`config.mk`:
```
export PLATFORM = sky130hd
export DESIGN_NAME = lnk_err_ctrl
export DESIGN_NICKNAME = d
export VERILOG_FILES = /design/src/rtl/lnk_err_pkg.sv /design/src/rtl/lnk_err_detect.sv /design/src/rtl/lnk_err_regs.sv /design/src/rtl/lnk_reinit_seq.sv /design/src/rtl/lnk_err_ctrl.sv
export SDC_FILE = /design/constraint.sdc
export NUM_CORES = 1
export LEC_CHECK = 0
export BUFFER_PORTS_ARGS = -buffer_cell sky130_fd_sc_hd__buf_2
export CORE_MARGIN = 5
export CORE_UTILIZATION = 25
export CTS_BUF_LIST = sky130_fd_sc_hd__clkbuf_2
export DETAILED_ROUTE_END_ITERATION = 16
export PLACE_DENSITY_LB_ADDON = 0.2
export SYNTH_ARGS = -nofsm -noshare
export SYNTH_HDL_FRONTEND = slang
export SYNTH_SLANG_ARGS = --single-unit
```
`constraint.sdc`:
```
create_clock -name clk -period 1.77 [get_ports clk]
set_input_delay 0.2655 -clock clk [delete_from_list [all_inputs] [get_ports clk]]
set_output_delay 0.2655 -clock clk [all_outputs]
set_load 0.02 [all_outputs]
```
`src/rtl/lnk_err_pkg.sv`:
```
package lnk_err_pkg;
    localparam int ERR_W = 9;
    localparam int REN_W = 4;
    localparam logic [ERR_W-1:0] ERR_MASK = 9'h19F;
    localparam logic [ERR_W-1:0] IEN_RST  = 9'h191;

    localparam int B_SREF = 0;
    localparam int B_LNK  = 1;
    localparam int B_FRM  = 2;
    localparam int B_CMD  = 3;
    localparam int B_PLL  = 4;
    localparam int B_UDF  = 7;
    localparam int B_OVF  = 8;

    typedef enum logic [1:0] {
        A_STATUS = 2'd0,
        A_IEN    = 2'd1,
        A_REN    = 2'd2,
        A_CTRL   = 2'd3
    } reg_addr_e;

    typedef enum logic [1:0] {
        ST_IDLE   = 2'd0,
        ST_LAUNCH = 2'd1,
        ST_WAIT   = 2'd2
    } seq_state_e;
endpackage

```
`src/rtl/lnk_err_detect.sv`:
```
module lnk_err_detect
    import lnk_err_pkg::*;
#(
    parameter int LANES = 2
) (
    input  logic             clk,
    input  logic             rst_n,
    input  logic             link_up_i,
    input  logic [LANES-1:0] pll_lock_i,
    input  logic             cmd_ready_i,
    input  logic             cmd_valid_i,
    input  logic             tl_ready_i,
    input  logic             tl_valid_i,
    input  logic             ll_ready_i,
    input  logic             ll_valid_i,
    input  logic             gb_ovf_i,
    input  logic             gb_udf_i,
    input  logic             sysref_err_i,
    output logic [ERR_W-1:0] ev_o
);
    logic [LANES-1:0] lock_q;
    logic [LANES-1:0] lane_fall;

    always_ff @(posedge clk or negedge rst_n) begin
        if (!rst_n) lock_q <= '0;
        else        lock_q <= pll_lock_i;
    end

    for (genvar g = 0; g < LANES; g++) begin : g_lane
        assign lane_fall[g] = lock_q[g] & ~pll_lock_i[g];
    end

    always_comb begin
        ev_o         = '0;
        ev_o[B_PLL]  = link_up_i & (|lane_fall);
        ev_o[B_CMD]  = cmd_ready_i & ~cmd_valid_i;
        ev_o[B_FRM]  = tl_ready_i & ~tl_valid_i;
        ev_o[B_LNK]  = ll_ready_i & ~ll_valid_i;
        ev_o[B_OVF]  = gb_ovf_i;
        ev_o[B_UDF]  = gb_udf_i;
        ev_o[B_SREF] = sysref_err_i;
    end
endmodule

```
`src/rtl/lnk_err_regs.sv`:
```
module lnk_err_regs
    import lnk_err_pkg::*;
(
    input  logic             clk,
    input  logic             rst_n,
    input  logic [ERR_W-1:0] ev_i,
    input  logic             wr_i,
    input  logic [1:0]       addr_i,
    input  logic [ERR_W-1:0] wdata_i,
    input  logic             man_clr_i,
    output logic [ERR_W-1:0] sts_o,
    output logic [ERR_W-1:0] ien_o,
    output logic [REN_W-1:0] ren_o,
    output logic             man_o
);
    logic [ERR_W-1:0] clr_w;
    logic [ERR_W-1:0] keep_w;
    logic             man_set_w;

    assign clr_w     = (wr_i && addr_i == A_STATUS) ? (wdata_i & ERR_MASK) : '0;
    assign keep_w    = sts_o & ~clr_w;
    assign man_set_w = wr_i && addr_i == A_CTRL && wdata_i[0];

    always_ff @(posedge clk or negedge rst_n) begin
        if (!rst_n) begin
            sts_o <= '0;
            ien_o <= IEN_RST;
            ren_o <= '0;
            man_o <= 1'b0;
        end else begin
            sts_o <= (keep_w | ev_i) & ERR_MASK;
            if (wr_i && addr_i == A_IEN) ien_o <= wdata_i & ERR_MASK;
            if (wr_i && addr_i == A_REN) ren_o <= wdata_i[REN_W-1:0];
            if (man_set_w)      man_o <= 1'b1;
            else if (man_clr_i) man_o <= 1'b0;
        end
    end

    AST_STATUS_STICKY: assert property (@(posedge clk) disable iff (!rst_n)
        1'b1 |=> ((sts_o & $past(keep_w)) == $past(keep_w)));
    AST_EVENT_WINS: assert property (@(posedge clk) disable iff (!rst_n)
        1'b1 |=> ((sts_o & $past(ev_i & ERR_MASK)) == $past(ev_i & ERR_MASK)));
    AST_MAN_CLEARS: assert property (@(posedge clk) disable iff (!rst_n)
        (man_clr_i && !man_set_w) |=> !man_o);
endmodule

```
`src/rtl/lnk_reinit_seq.sv`:
```
module lnk_reinit_seq
    import lnk_err_pkg::*;
#(
    parameter int HOLD_CYCLES = 6
) (
    input  logic clk,
    input  logic rst_n,
    input  logic trig_i,
    input  logic done_i,
    output logic req_o,
    output logic busy_o,
    output logic launch_o
);
    localparam int CW = $clog2(HOLD_CYCLES + 1);
    localparam logic [CW-1:0] LAST = CW'(HOLD_CYCLES - 1);

    seq_state_e st_q, st_d;
    logic [CW-1:0] cnt_q;

    always_ff @(posedge clk or negedge rst_n) begin
        if (!rst_n) st_q <= ST_IDLE;
        else        st_q <= st_d;
    end

    always_ff @(posedge clk or negedge rst_n) begin
        if (!rst_n)              cnt_q <= '0;
        else if (st_q == ST_WAIT) cnt_q <= cnt_q + 1'b1;
        else                     cnt_q <= '0;
    end

    always_comb begin
        st_d = st_q;
        unique case (st_q)
            ST_IDLE:   if (trig_i) st_d = ST_LAUNCH;
            ST_LAUNCH: st_d = ST_WAIT;
            ST_WAIT:   if (done_i || cnt_q == LAST) st_d = ST_IDLE;
            default:   st_d = ST_IDLE;
        endcase
    end

    always_comb begin
        req_o    = 1'b0;
        busy_o   = 1'b0;
        launch_o = 1'b0;
        unique case (st_q)
            ST_IDLE:   ;
            ST_LAUNCH: begin
                req_o    = 1'b1;
                busy_o   = 1'b1;
                launch_o = 1'b1;
            end
            ST_WAIT:   busy_o = 1'b1;
            default:   ;
        endcase
    end

    AST_REQ_SINGLE: assert property (@(posedge clk) disable iff (!rst_n)
        req_o |=> !req_o);
    AST_WAIT_BOUND: assert property (@(posedge clk) disable iff (!rst_n)
        (st_q == ST_WAIT) |-> (cnt_q < CW'(HOLD_CYCLES)));
    AST_DONE_ENDS: assert property (@(posedge clk) disable iff (!rst_n)
        (st_q == ST_WAIT && done_i) |=> !busy_o);
endmodule

```
`src/rtl/lnk_err_ctrl.sv`:
```
module lnk_err_ctrl
    import lnk_err_pkg::*;
#(
    parameter int LANES       = 2,
    parameter int HOLD_CYCLES = 6
) (
    input  logic             clk,
    input  logic             rst_n,
    input  logic             link_up_i,
    input  logic [LANES-1:0] pll_lock_i,
    input  logic             cmd_ready_i,
    input  logic             cmd_valid_i,
    input  logic             tl_ready_i,
    input  logic             tl_valid_i,
    input  logic             ll_ready_i,
    input  logic             ll_valid_i,
    input  logic             gb_ovf_i,
    input  logic             gb_udf_i,
    input  logic             sysref_err_i,
    input  logic             reg_wr_i,
    input  logic [1:0]       reg_addr_i,
    input  logic [8:0]       reg_wdata_i,
    output logic [8:0]       reg_rdata_o,
    input  logic             reinit_done_i,
    output logic             irq_o,
    output logic             reinit_req_o,
    output logic             reinit_busy_o
);
    logic [ERR_W-1:0] ev_w, sts_w, ien_w;
    logic [REN_W-1:0] ren_w;
    logic man_w, launch_w, trig_w;

    lnk_err_detect #(.LANES(LANES)) u_detect (
        .clk(clk), .rst_n(rst_n), .link_up_i(link_up_i), .pll_lock_i(pll_lock_i),
        .cmd_ready_i(cmd_ready_i), .cmd_valid_i(cmd_valid_i),
        .tl_ready_i(tl_ready_i), .tl_valid_i(tl_valid_i),
        .ll_ready_i(ll_ready_i), .ll_valid_i(ll_valid_i),
        .gb_ovf_i(gb_ovf_i), .gb_udf_i(gb_udf_i), .sysref_err_i(sysref_err_i),
        .ev_o(ev_w)
    );

    lnk_err_regs u_regs (
        .clk(clk), .rst_n(rst_n), .ev_i(ev_w), .wr_i(reg_wr_i), .addr_i(reg_addr_i),
        .wdata_i(reg_wdata_i), .man_clr_i(launch_w), .sts_o(sts_w), .ien_o(ien_w),
        .ren_o(ren_w), .man_o(man_w)
    );

    assign trig_w = man_w | (|(ev_w[REN_W-1:0] & ren_w));

    lnk_reinit_seq #(.HOLD_CYCLES(HOLD_CYCLES)) u_seq (
        .clk(clk), .rst_n(rst_n), .trig_i(trig_w), .done_i(reinit_done_i),
        .req_o(reinit_req_o), .busy_o(reinit_busy_o), .launch_o(launch_w)
    );

    assign irq_o = |(sts_w & ien_w);

    always_comb begin
        unique case (reg_addr_i)
            A_STATUS: reg_rdata_o = sts_w;
            A_IEN:    reg_rdata_o = ien_w;
            A_REN:    reg_rdata_o = {{(ERR_W-REN_W){1'b0}}, ren_w};
            A_CTRL:   reg_rdata_o = {{(ERR_W-2){1'b0}}, reinit_busy_o, man_w};
            default:  reg_rdata_o = '0;
        endcase
    end

    AST_REQ_IN_BUSY: assert property (@(posedge clk) disable iff (!rst_n)
        reinit_req_o |-> reinit_busy_o);
    AST_IRQ_NEEDS_STATUS: assert property (@(posedge clk) disable iff (!rst_n)
        irq_o |-> (sts_w != '0));
endmodule

```
======== After elaboration in Yosys (flattened, before gate mapping) ========
Index checks and enable logic that the tools add are counted.
storage, ports and cells
  output and inout bits ................... 12
  word-level logic and storage cells ...... 57
  register bits after elaboration ......... 26
  bits of input ports ..................... 27
operators by class
  mux-type cells .......................... 10
  $add $sub $neg .......................... 1
  bitwise logic cells ..................... 17
  reduce and logical (&&, ||, !) cells .... 14
  eq/ne operators ......................... 8
operator list
  kind                 count
  $pmux 9 s4           1
  $and 9x9->9          2
  $mux 9               1
  $not 9->9            1
  $or 9x9->9           1
  $reduce_or 9->1      1
  $and 1x1->1          6
  $eq 2x2->1 const B   3
  $pmux 2 s3           1
  $logic_and 1x1->1    5
  $not 1->1            5
  $and 4x4->4          1
  $eq 2x1->1 const B   2
  $logic_not 2->1      2
  $mux 1               4
  $mux 2               2
  $ne 2x2->1 const B   2
  $reduce_or 2->1      2
  $reduce_or 4->1      1
  $add 3x1->3 const B  1
  $eq 3x3->1 const B   1
  $mux 3               1
  $reduce_and 2->1     1
  $reduce_bool 2->1    1
  2 further kinds      2

======== Depth between registers and ports, before layout ========
Gate-level depths: netlist (run 1).
  word-level depth ........................ 7
  gate-level depth with buffers ........... 6
  depth with buffers taken out ............ 6

======== By module ========
A second synthesis (run 1) with hierarchy kept.
second synthesis, totals
  cell total of the unflattened synthesis .. 131
  area total of the unflattened synthesis .. 1476.4 um^2
modules (own cells, without submodules)
  module          area an instance (um^2)  seq. area each (um^2)  times used  cells each
  lnk_err_regs    808.3                    480.5                  1           62
  lnk_reinit_seq  301.5                    125.1                  1           26
  lnk_err_ctrl    232.7                    0.0                    1           29
  lnk_err_detect  133.9                    50.0                   1           14

======== Worst setup path before layout (run 1) ========
Ideal clock, no wire load.
  kind .................................... reg2out
  start point ............................. reg u_seq.st_q[0]
  end point ............................... out reg_rdata_o[1]
  cell stages (with the launch flop) ...... 4
  data required time ...................... 1.505 ns
  buffers on the path ..................... 0
  setup slack ............................. 0.164 ns
  arrival ................................. 1.340 ns
  path through ............................ dfrtp_1 inv_1 ha_1 mux4_2
on the way
  longest elaborated chain between the ends .. 4
  elaborated cells on any way between the ends .. 5
  classes of those cells .................. eq/ne: 2; mux: 2; reduce/logical: 1
RTL lines
  what                                             RTL line              source
  start, declared                                  lnk_reinit_seq.sv:17  seq_state_e st_q, st_d;
  start signal, assigned                           lnk_reinit_seq.sv:22  else st_q <= st_d;
  $eq 2x1->1 / $eq 2x2->1 (equally long branches)  lnk_reinit_seq.sv:45  unique case (st_q)
  $reduce_or 2->1 (no line) (*)                    n/a
  $mux 1 (*)                                       lnk_reinit_seq.sv:45
  net reinit_busy_o                                lnk_err_ctrl.sv:27    output logic reinit_busy_o
  $pmux 9 s4 (*)                                   lnk_err_ctrl.sv:58    unique case (reg_addr_i)
  end, declared                                    lnk_err_ctrl.sv:23    output logic [8:0] reg_rdata_o,
The timed path passes the listed nets; every way through them passes the cells marked *. The select of a mux whose other input is x is not followed.

======== Worst setup path after layout (run 1) ========
  start point ............................. reg u_seq.st_q[1]
  end point ............................... out reg_rdata_o[1]
on the way
  longest elaborated chain between the ends .. 4
  elaborated cells on any way between the ends .. 5
  classes of those cells .................. eq/ne: 2; mux: 2; reduce/logical: 1
RTL lines
  what                                             RTL line
  $eq 2x1->1 / $eq 2x2->1 (equally long branches)  lnk_reinit_seq.sv:45
  $reduce_or 2->1 (no line) (*)                    n/a
  $mux 1 (*)                                       lnk_reinit_seq.sv:45
  $pmux 9 s4 (*)                                   lnk_err_ctrl.sv:58
Every way passes the cells marked *; elsewhere a longest branch is shown, timed or not. The select of a mux whose other input is x is not followed.

==> results of run 1 <==
-- state kept, by name (all words and copies together), names as in the netlist --
| signal | count |
|---|---|
| u_regs.man_o | 1 |
| u_seq.cnt_q | 3 |
| u_regs.ien_o | 7 |
| u_regs.sts_o | 7 |
| u_seq.st_q | 2 |
| u_regs.ren_o | 4 |
| u_detect.lock_q | 2 |
-- synthesized netlist by cell type, drive strengths merged --
| library cell | number |
|---|---|
| dfrtp | 22 |
| mux2 | 13 |
| nand2 | 13 |
| inv | 10 |
| nor2 | 6 |
| o21ai | 6 |
| ha | 5 |
| mux2i | 5 |
| nand3b | 5 |
| buf | 4 |
| dfstp | 4 |
| a21o | 3 |
| a22oi | 2 |
| mux4 | 2 |
| a211oi | 1 |
| a222oi | 1 |
| a22o | 1 |
| a41oi | 1 |
| and3 | 1 |
| conb | 1 |
| nand3 | 1 |
| nand4 | 1 |
| nor2b | 1 |
| nor3b | 1 |
| o22ai | 1 |
| xnor2 | 1 |
-- through the flow --
step           utilization [%]  instance area, um^2  setup TNS, ns  hold slack, ns  std cells
2_1_floorplan                -                 1331              0        -0.03009        113
3_3_place_gp             30.40                 1563              0          0.2976        214
3_5_place_dp             30.40                 1563              0          0.3216        214
4_1_cts                  32.67                 1679        -0.3043         0.02112        224
5_1_grt                  33.47                 1720        -0.5707         0.02377        228
6_report                 33.47                 1720        -0.2306         0.06134        228
-- timing repair --
| item | 4_1_cts | 5_1_grt |
|---|---|---|
| resized for setup | 5 | 3 |
| buffers inserted | 3 | 2 |
| gates cloned | 0 | 0 |
| pin swaps | 2 | 2 |
| setup endpoints to repair | 2 | 3 |
| endpoints found under the hold margin | 24 | 2 |
| hold buffers | 3 | 2 |
-- power groups by stage --
stage / registers, mW / logic [mW] / clock network (mW)
CTS: 0.789 / 0.645 / 0.399
floorplan: 0.777 / 0.389 / 0
finish: 0.790 / 0.664 / 0.379
global route: 0.804 / 0.740 / 0.423
global placement: 0.792 / 0.536 / 0
detailed placement: 0.801 / 0.558 / 0
-- cell type report --
| cell class | count | area, um^2 | area share (%) |
|---|---|---|---|
| tap | 70 | 87.58 | 5.091 |
| sequential | 26 | 655.6 | 38.11 |
| clock inverter | 1 | 30.03 | 1.745 |
| timing repair buffer | 45 | 277.8 | 16.15 |
| multi-input combinational | 73 | 616.8 | 35.85 |
| clock buffer | 3 | 15.01 | 0.8727 |
| inverter | 10 | 37.54 | 2.182 |
-- final timing paths --
kind,from,end,slack (ns),depth (start not counted)
max reg2reg,u_seq.st_q[0],u_seq.st_q[0],0.04,8
min,tl_valid_i,u_regs.sts_o[2],0.06,2
max in group asynchronous,rst_n,u_seq.cnt_q[2],0.95,2
min reg2reg,u_seq.cnt_q[0],u_seq.cnt_q[0],0.49,1
min in group asynchronous,rst_n,u_detect.lock_q[0],0.39,2
max,u_seq.st_q[1],reg_rdata_o[1],-0.23,4
-- cell families after synthesis --
kind of cell,Yosys count,share of synthesized area (%)
other,1,0.2825
buffers and inverters,14,5.372
and+or+nand+nor,29,12.63
DFF,26,49.39
adders and majority gates,5,4.713
xor gates and xnor gates,1,0.6599
AOI/OAI and AO/OA,16,8.766
muxes,20,18.19
-- per-layer routing --
layer / vias to the layer above / track usage [%] / part of all wire [%]
met4: 0 / 1.337 / 0.55
met5: - / 0 / 0
li1: 479 / - / -
met1: 483 / 12.78 / 43
met2: 37 / 16.84 / 49
met3: 2 / 3.465 / 7.2
==> metrics.md, run 1 <==
| Metric | Value |
|---|---|
| Status | complete, but fails checks |
| Failing checks | negative setup slack |
| Via count | 1001 |
| Mean Syn Cell Area | about 12 um^2 |
| Clock Power Share | 20.7% |
| Pre-CTS setup slack | slightly above 0.08 ns |
| Detailed Route WL | 3.297 mm |
| Number of global-route vias before repair | 1118 |
| Area delta synth->final | 29.59% |
| Commonest non-fill, non-tap cell in the layout | buf_2 |
| Crit path DAT | around 1.7 ns |
| P_int | 1.242 mW |
| Final WS setup | -0.2306 ns |
| Initial antenna violation count | 0 |
| Boundary Pins | 39 |
| Yosys cell types | 29 |
| Largest net degree at the start of global routing | 27 |
| Drt pass-1 iters | 4 |
| Post-synthesis sequential area ratio | 49.39% |
| Mapped Area | 1328 um^2 |
| Crit-path max FO | 2 |
| HP Class | in2reg |
| Clk sinks | 26 |
| Top cell type's share of synthesized area | a little over 40% |
| Chain of cells forming the critical path | inv_2, ha_4, mux4_2, buf_6 |
| Pleak | 0.8048 nW |
| Mapped Cells | 112 |
| Final Hold Viols | 0 |
| Syn. warnings | 0 |
| Fin. max-slew vios | 0 |
| Slowest stage delay, CP | between 0.4 and 0.5 ns |
| Num CTS Buffers | 3 |
| Min Tclk post-route | 2.001 ns |
| Worst path bufs/invs | 2 |
| Root buf cell | clkbuf_2 |
| Highest-count cells in the layout ignoring fill and taps | 32 x buf_2, 22 x dfrtp_1, 13 x nand2_1, 13 x mux2_2, 7 x inv_1 |
| Post-DR wirelength/cell | 14.46 um |
| Req. time, crit path | ~1.5 ns |
| Antenna cells | 0 |
| Power consumption | about 1.8 mW |
| Crit path kind | reg2out |
| Largest cells by area after synthesis | dfrtp_1 41%, mux2_2 11%, dfstp_2 7.9% |
| Initial Util | 25.83% |
| Routed Antenna Nets | 0 |
| Die area | slightly below 7000 um^2 |
| Via density | ~4.4 |
| Dpl hpwl | about 2.5 mm |
| Layout cell share with drive strength beyond 1 | 44.94% |
| CP top delay family | multiplexers |
| Worst-path clk slew | about 0.27 ns |
| Clock H-tree levels | 1 |
| Startpoint class of the critical path | flop |
| P per Cell Area | 1066 nW/um^2 |
| Final setup violation count | 1 |
| Maximum clock path buffer count | 2 |
| Top cell type by total area after synthesis | dfrtp_1 |
| Core Rows | 26 |
| GPL Wtd Cong | 0.7784 |
| Max transition margin | 59.90% |
| Overflow after GRT | 0 |
| Achievable Freq | 0.4998 GHz |
| Core area | about 5100 um^2 |
| Sw Share | 32.29% |
| Sequential share of power | 43.1% |
| CP max-delay cell | mux4_2 |
| #FFs+latches synth | 26 |
| CP Capture Type | output pin |
| Switching power | 592.1 uW |
| Gate power share | 36.2% |
| Total GRT Usage | 10.04% |
| First-pass GRT wire length | 5.609 mm |
| RSZ-0062 raised after global routing | true |
| Worst skew pair latency | 0.37 ns |
| Fillers | 555 |
| Max_cap viols | 0 |
| Fin nets | roughly 190 |
| DR iter-0 viols | 33 |
| Die Wd | 82.87 um |
| Clk_skew | 0.02568 ns |
| Final worst-path cycle share | 113.0% |
| CTS tree | yes |
| Die H | 82.87 um |
| DRC | 0 |
| Port Buf Inserts | 34 |
| Actual slew at the worst max-slew pin | 0.6015 ns |
| Worst-case vdd ir drop | 0.6518 mV |
Power figures use the tool's default switching activity.
==> inputs of run 2 (changes only) <==
--- a/config.mk
+++ b/config.mk
@@ -6,6 +6,8 @@
 export NUM_CORES = 1
 export LEC_CHECK = 0
 export BUFFER_PORTS_ARGS = -buffer_cell sky130_fd_sc_hd__buf_2
+export CELL_PAD_IN_SITES_DETAIL_PLACEMENT = 2
+export CELL_PAD_IN_SITES_GLOBAL_PLACEMENT = 2
 export CORE_MARGIN = 5
 export CORE_UTILIZATION = 25
 export CTS_BUF_LIST = sky130_fd_sc_hd__clkbuf_2
==> run 2 against run 1 <==
- the flow still finishes with violations (negative setup slack)
- global-route usage increased by 0.75 points
- largest cell class unchanged
- sequential power hardly changed
- register-to-register slack improved by 0.02 ns
- combinational power increased by 9.3%
- count of clock-buffer cells in the layout stayed put
==> metrics.md, run 2 (synthesis results as in run 1) <==
| Metric | Value |
|---|---|
| Fin nets | 191 (unchanged) |
| Num CTS Buffers | 3 (unchanged) |
| Achievable Freq | 0.4944 GHz (-1.1%) |
| Final Cell Area | 1715 um^2 (-0.29%) |
| Crit-path max FO | 2 (unchanged) |
| Post-DR wirelength/cell | 15.71 um (+8.6%) |
| Overflow after GRT | 0 (unchanged) |
| Boundary Pins | 39 (unchanged) |
| Actual slew at the worst max-slew pin | 0.6049 ns (+0.003427 ns) |
| Die H | 82.87 um (unchanged) |
| Commonest non-fill, non-tap cell in the layout | buf_2 |
| Grt peak-use layer | met2 |
| Non-filler cells in the finished layout | 228 (unchanged) |
| Number of global-route vias before repair | 1214 (+8.6%) |
| Worst-path clk slew | 0.26 ns (about the same) |
| RSZ-0062 raised after global routing | true |
| Detailed Route WL | 3.582 mm (+8.6%) |
| Die area | 6867 um^2 (unchanged) |
| Highest-count cells in the layout ignoring fill and taps | 32 x buf_2, 22 x dfrtp_1, 13 x nand2_1, 13 x mux2_2, 8 x buf_4 |
| P per Cell Area | 1109 nW/um^2 (+4.1%) |
| GR Layer Usage met1 | 11.39% (-1.4 points) |
| Status | complete, but fails checks |
| Setup_tns | -0.2525 ns (-0.02188 ns) |
| Initial Util | 25.83% (unchanged) |
| Placement Cell Area | 1563 um^2 (unchanged) |
| Total GRT Usage | 10.79% (+0.75 points) |
| Clock H-tree levels | 1 (unchanged) |
| Port Buf Inserts | 34 (unchanged) |
| Largest regs | u_regs.ien_o: 7 flops, u_regs.sts_o: 7 flops, u_regs.ren_o: 4 flops |
| Largest net degree at the start of global routing | 27 (unchanged) |
| Dpl hpwl | 2.718 mm (+10%) |
| Failing checks | negative setup slack |
| Final Hold Viols | 0 (unchanged) |
| Antenna cells | 0 (unchanged) |
| Pre-CTS setup slack | 0.07963 ns (-0.001427 ns) |
| Initial antenna violation count | 0 (unchanged) |
| Routed Antenna Nets | 0 (unchanged) |
| Die Wd | 82.87 um (unchanged) |
| Chain of cells forming the critical path | inv_2, ha_4, mux4_2, buf_6 |
| Layout cell share with drive strength beyond 1 | 46.20% (+1.3 points) |
| Final WS setup | -0.2525 ns (-0.02188 ns) |
| CP max-delay cell | mux4_2 |
| Crit path launch | u_seq.st_q[1] |
| Pleak | 0.8068 nW (+0.25%) |
| First-pass GRT wire length | 5.906 mm (+5.3%) |
| Via count | 1016 (+1.5%) |
| Worst-case vdd ir drop | 0.5061 mV (-22%) |
| Critical R2R Launch | u_seq.st_q[1] |
| Min Tclk post-route | 2.022 ns (+0.02188 ns) |
| Hold_sp | tl_valid_i |
| Slowest stage delay, CP | 0.49 ns (about the same) |
| Startpoint class of the critical path | flop |
| Power consumption | 1.903 mW (+3.8%) |
| Final worst-path cycle share | 114.3% (+1.2 points) |
| Hold Slack | 0.04477 ns (-0.01656 ns) |
| HP Class | in2reg |
| CTS tree | yes |
| Core Rows | 26 (unchanged) |
| Via density | 4.456 (+1.5%) |
| Max transition margin | 59.67% (-0.23 points) |
| Area delta synth->final | 29.22% |
| Max_cap viols | 0 (unchanged) |
| Met3 Usage GRT | 2.673% (-0.79 points) |
| Met2 GRT Util | 20.63% (+3.8 points) |
| Crit path kind | reg2out |
| Worst skew pair latency | 0.37 ns (about the same) |
| Drt pass-1 iters | 3 (-1) |
| Clk_skew | 0.01071 ns (-0.01497 ns) |
| GPL Wtd Cong | 0.6837 (-12%) |
| Crit path DAT | 1.76 ns (+0.02 ns) |
| DRC | 0 (unchanged) |
| Final setup violation count | 1 (unchanged) |
| Maximum clock path buffer count | 2 (unchanged) |
| DR iter-0 viols | 20 (-39%) |
| Root buf cell | clkbuf_2 |
| Fin. max-slew vios | 0 (unchanged) |
| Clk sinks | 26 (unchanged) |
| Core Util, Final | 33.37% (-0.097 points) |
| CP Capture Type | output pin |
| Core area | 5140 um^2 (unchanged) |
| Placed Cells | 214 (unchanged) |
| Req. time, crit path | 1.50 ns (about the same) |
## run 2: cell types whose count changed in the layout (fill, tap and decap cells not counted), sizes merged
cell	delta
buf	+2
dlygate4sd3	-2
## run 2: worst max-delay path: cells and delay by family, from the launching register on
family                     cells  cell delay [ns]
muxes                          1             0.49
buffers and inverters          2             0.23
DFF                            1             0.46
adders and majority gates      1             0.20
## run 2: worst paths after layout
kind / end / slack [ns] / cells past startpoint
max: reg_rdata_o[1] / -0.25 / 4
min: u_regs.sts_o[2] / 0.04 / 2
max reg2reg: u_seq.st_q[0] / 0.06 / 7
min reg2reg: u_seq.cnt_q[0] / 0.49 / 1
max in group asynchronous: u_regs.ien_o[7] / 0.98 / 2
min in group asynchronous: u_regs.ien_o[2] / 0.40 / 2
## run 2: repair_timing
action / in CTS / in global routing
pin swaps: 0 / 1
endpoints found under the setup margin: 1 / 3
hold endpoints to repair: 24 / 0
setup buffers: 3 / 4
hold buffers: 3 / 0
gates resized for setup: 5 / 3
## run 2: final cells by class
cell class                      count  area [um^2]
Fill cell                         587         3425
Tap cell                           70        87.58
Multi-Input combinational cell     73        616.8
Timing Repair Buffer               45        272.8
Inverter                           10        37.54
Sequential cell                    26        655.6
Clock buffer                        3        15.01
Clock inverter                      1        30.03
## run 2: metal layers
metal | vias up | wire length (um)
li1 | 478 | -
met1 | 514 | 1485
met2 | 20 | 1929
met3 | 4 | 118
met4 | 0 | 48
met5 | - | 0
## run 2: power breakdown
part           switching (mW)  internal [mW]  total (mW)
sequential             0.0793          0.712       0.791
combinational           0.354          0.373       0.726
clock                   0.191          0.194       0.385
==> inputs of run 3 (changes only) <==
==> constraint.sdc (replaced) <==
create_clock -name clk -period 1.77 [get_ports clk]
set_input_delay 0.0885 -clock clk [delete_from_list [all_inputs] [get_ports clk]]
set_output_delay 0.0885 -clock clk [all_outputs]
set_load 0.02 [all_outputs]
==> run 3 against run 2 <==
- the run still ends with negative setup slack left
- fmax up 9.9%
- sequential power about the same
- first-iteration DRC count down 15%
- critical path depth unchanged
- via count up 5.9%
- largest power group unchanged
- highest routed layer unchanged
==> metrics.md, run 3 (synthesis results as in run 1) <==
| Metric | Value |
|---|---|
| Pleak | 0.8328 nW (+3.2%) |
| Core area | 5140 um^2 (unchanged) |
| Boundary Pins | 39 (unchanged) |
| RSZ-0062 raised after global routing | true |
| P per Cell Area | 924.0 nW/um^2 (-17%) |
| Sequential share of power | 47.0% (+5.4 points) |
| Layout cell share with drive strength beyond 1 | 38.01% (-8.2 points) |
| P_int | 1.097 mW (-14%) |
| Reg2Reg Setup Slack | 0.12 ns (+0.06 ns) |
| Die H | 82.87 um (unchanged) |
| DR iter-0 viols | 17 (-15%) |
| Status | complete, but fails checks |
| Final WS setup | -0.07033 ns (+0.1822 ns) |
| Startpoint class of the critical path | flop |
| Min Tclk post-route | 1.840 ns (-0.1822 ns) |
| Antenna cells | 0 (unchanged) |
| Die area | 6867 um^2 (unchanged) |
| Final setup violation count | 1 (unchanged) |
| Reg2Reg Capture Point | u_seq.st_q[0] |
| Worst skew pair latency | 0.36 ns (about the same) |
| Switching power | 592.3 uW (-5.1%) |
| Maximum clock path buffer count | 2 (unchanged) |
| Final worst-path cycle share | 104.0% (-10 points) |
| Fin. max-slew vios | 0 (unchanged) |
| Core Rows | 26 (unchanged) |
| Initial antenna violation count | 0 (unchanged) |
| Dpl hpwl | 2.740 mm (+0.82%) |
| Fin nets | 204 (+6.8%) |
| Routed Antenna Nets | 0 (unchanged) |
| Req. time, crit path | 1.68 ns (+0.18 ns) |
| HP Class | in2reg |
| Number of global-route vias before repair | 1293 (+6.5%) |
| Clk_skew | 0.01530 ns (+0.004588 ns) |
| Highest-count cells in the layout ignoring fill and taps | 33 x buf_2, 22 x dlygate4sd3_1, 22 x dfrtp_1 |
| Crit-path max FO | 3 (+1) |
| Max transition margin | 58.62% (-1.1 points) |
| CP max-delay cell | mux4_2 |
| Largest net degree at the start of global routing | 27 (unchanged) |
| Pre-CTS setup slack | 0.2433 ns (+0.1637 ns) |
| Worst Hold Endpoint | u_regs.man_o |
| Worst-path clk slew | 0.26 ns (about the same) |
| Gate power share | 39.3% (+1.1 points) |
| Final Cell Area | 1828 um^2 (+6.6%) |
| Achievable Freq | 0.5434 GHz (+9.9%) |
| Hold_sp | reg_wr_i |
| CTS tree | yes |
| Critical R2R Launch | u_seq.st_q[0] |
| Area delta synth->final | 37.70% |
| Hold Path Depth | 3 (+1) |
| Root buf cell | clkbuf_2 |
| Final Hold Viols | 0 (unchanged) |
| Crit path launch | u_seq.st_q[0] |
| Clock H-tree levels | 1 (unchanged) |
| DRC | 0 (unchanged) |
| Reg2Reg Depth | 7 (unchanged) |
| Clk sinks | 26 (unchanged) |
| Worst-case vdd ir drop | 0.6249 mV (+23%) |
| First-pass GRT wire length | 6.299 mm (+6.7%) |
| Overflow after GRT | 0 (unchanged) |
| Drt pass-1 iters | 4 (+1) |
| Crit path DAT | 1.75 ns (about the same) |
| Detailed Route WL | 3.683 mm (+2.8%) |
| Failing checks | negative setup slack |
| Sw Share | 35.06% (+2.3 points) |
| Die Wd | 82.87 um (unchanged) |
| Num CTS Buffers | 3 (unchanged) |
| Port Buf Inserts | 34 (unchanged) |
| Initial Util | 25.83% (unchanged) |
| CP Capture Type | output pin |
| Crit path kind | reg2out |
| Placement Cell Area | 1555 um^2 (-0.48%) |
| Total GRT Usage | 11.25% (+0.46 points) |
| Actual slew at the worst max-slew pin | 0.6208 ns (+0.01587 ns) |
| Chain of cells forming the critical path | inv_2, ha_4, mux4_2, buf_6 |
| Commonest non-fill, non-tap cell in the layout | buf_2 |
| Clock Power Share | 13.7% (-6.5 points) |
| Via count | 1076 (+5.9%) |
| Max_cap viols | 0 (unchanged) |
| GPL Wtd Cong | 0.7057 (+3.2%) |
| Post-DR wirelength/cell | 15.28 um (-2.7%) |
| Largest regs | u_regs.ien_o: 7 flops, u_regs.sts_o: 7 flops, u_regs.ren_o: 4 flops |
| Via density | 4.465 (+0.19%) |
| Slowest stage delay, CP | 0.48 ns (about the same) |
-- run 3: cell count changes in the layout (fill, tap and decap cells not counted), sizes merged --
cell,previous run,this run
buf,42,36
bufinv,1,0
clkinv,0,1
dlygate4sd3,3,22
-- run 3: stage by stage --
stage	instances	hold slack [ns]	util, %	power (mW)	setup TNS (ns)
2_1_floorplan	113	-0.2071	-	1.166	0
3_3_place_gp	213	0.1321	30.26	1.328	0
3_5_place_dp	213	0.1459	30.26	1.372	0
4_1_cts	241	0.04607	35.56	1.728	-0.1104
5_1_grt	241	0.01906	35.56	1.818	-0.1628
6_report	241	0.06647	35.56	1.689	-0.07033
-- run 3: final cells by class --
type / instances / area (um^2)
Sequential cell: 26 / 655.6
Multi-Input combinational cell: 73 / 616.8
Inverter: 10 / 37.54
Fill cell: 573 / 3312
Clock buffer: 3 / 15.01
Timing Repair Buffer: 58 / 411.6
Clock inverter: 1 / 3.754
Tap cell: 70 / 87.58
-- run 3: routing by layer --
metal  vias up  track usage [%]  wire length [um]
met3         2            2.970               116
met4         0            1.783                15
li1        510                -                 -
met1       544            12.57              1605
met5         -                0                 0
met2        20            21.50              1945
-- run 3: worst max path at each step --
| stage | end | slack, ns | cells after the start |
|---|---|---|---|
| 6_report | reg_rdata_o[1] | -0.07 | 4 |
| 5_1_grt | reg_rdata_o[1] | -0.16 | 4 |
| 4_1_cts | reg_rdata_o[1] | -0.11 | 4 |
| 3_5_place_dp | u_seq.st_q[0] | 0.24 | 6 |
| 3_3_place_gp | reg_rdata_o[1] | 0.31 | 4 |
| 2_1_floorplan | reg_rdata_o[1] | 0.34 | 3 |
-- run 3: repair_timing --
item,CTS,global route
endpoints found under the setup margin,1,1
hold buffers,22,0
hold endpoints to repair,42,0
buffers inserted,2,0
pin swaps,1,0
gates resized for setup,5,0
-- run 3: power groups by stage --
| stage | Clock, mW | Combinational [mW] | Sequential [mW] |
|---|---|---|---|
| floorplan | 0 | 0.389 | 0.777 |
| global placement | 0 | 0.532 | 0.796 |
| detailed placement | 0 | 0.565 | 0.807 |
| CTS | 0.248 | 0.684 | 0.796 |
| global route | 0.278 | 0.737 | 0.804 |
| finish | 0.232 | 0.663 | 0.794 |
-- run 3: critical path, delay by kind of cell (launching register included) --
| family | cells | cell delay (ns) |
|---|---|---|
| adder cells (fa/ha/maj) | 1 | 0.20 |
| buffers and inverters | 2 | 0.24 |
| flip-flops | 1 | 0.47 |
| multiplexers | 1 | 0.48 |
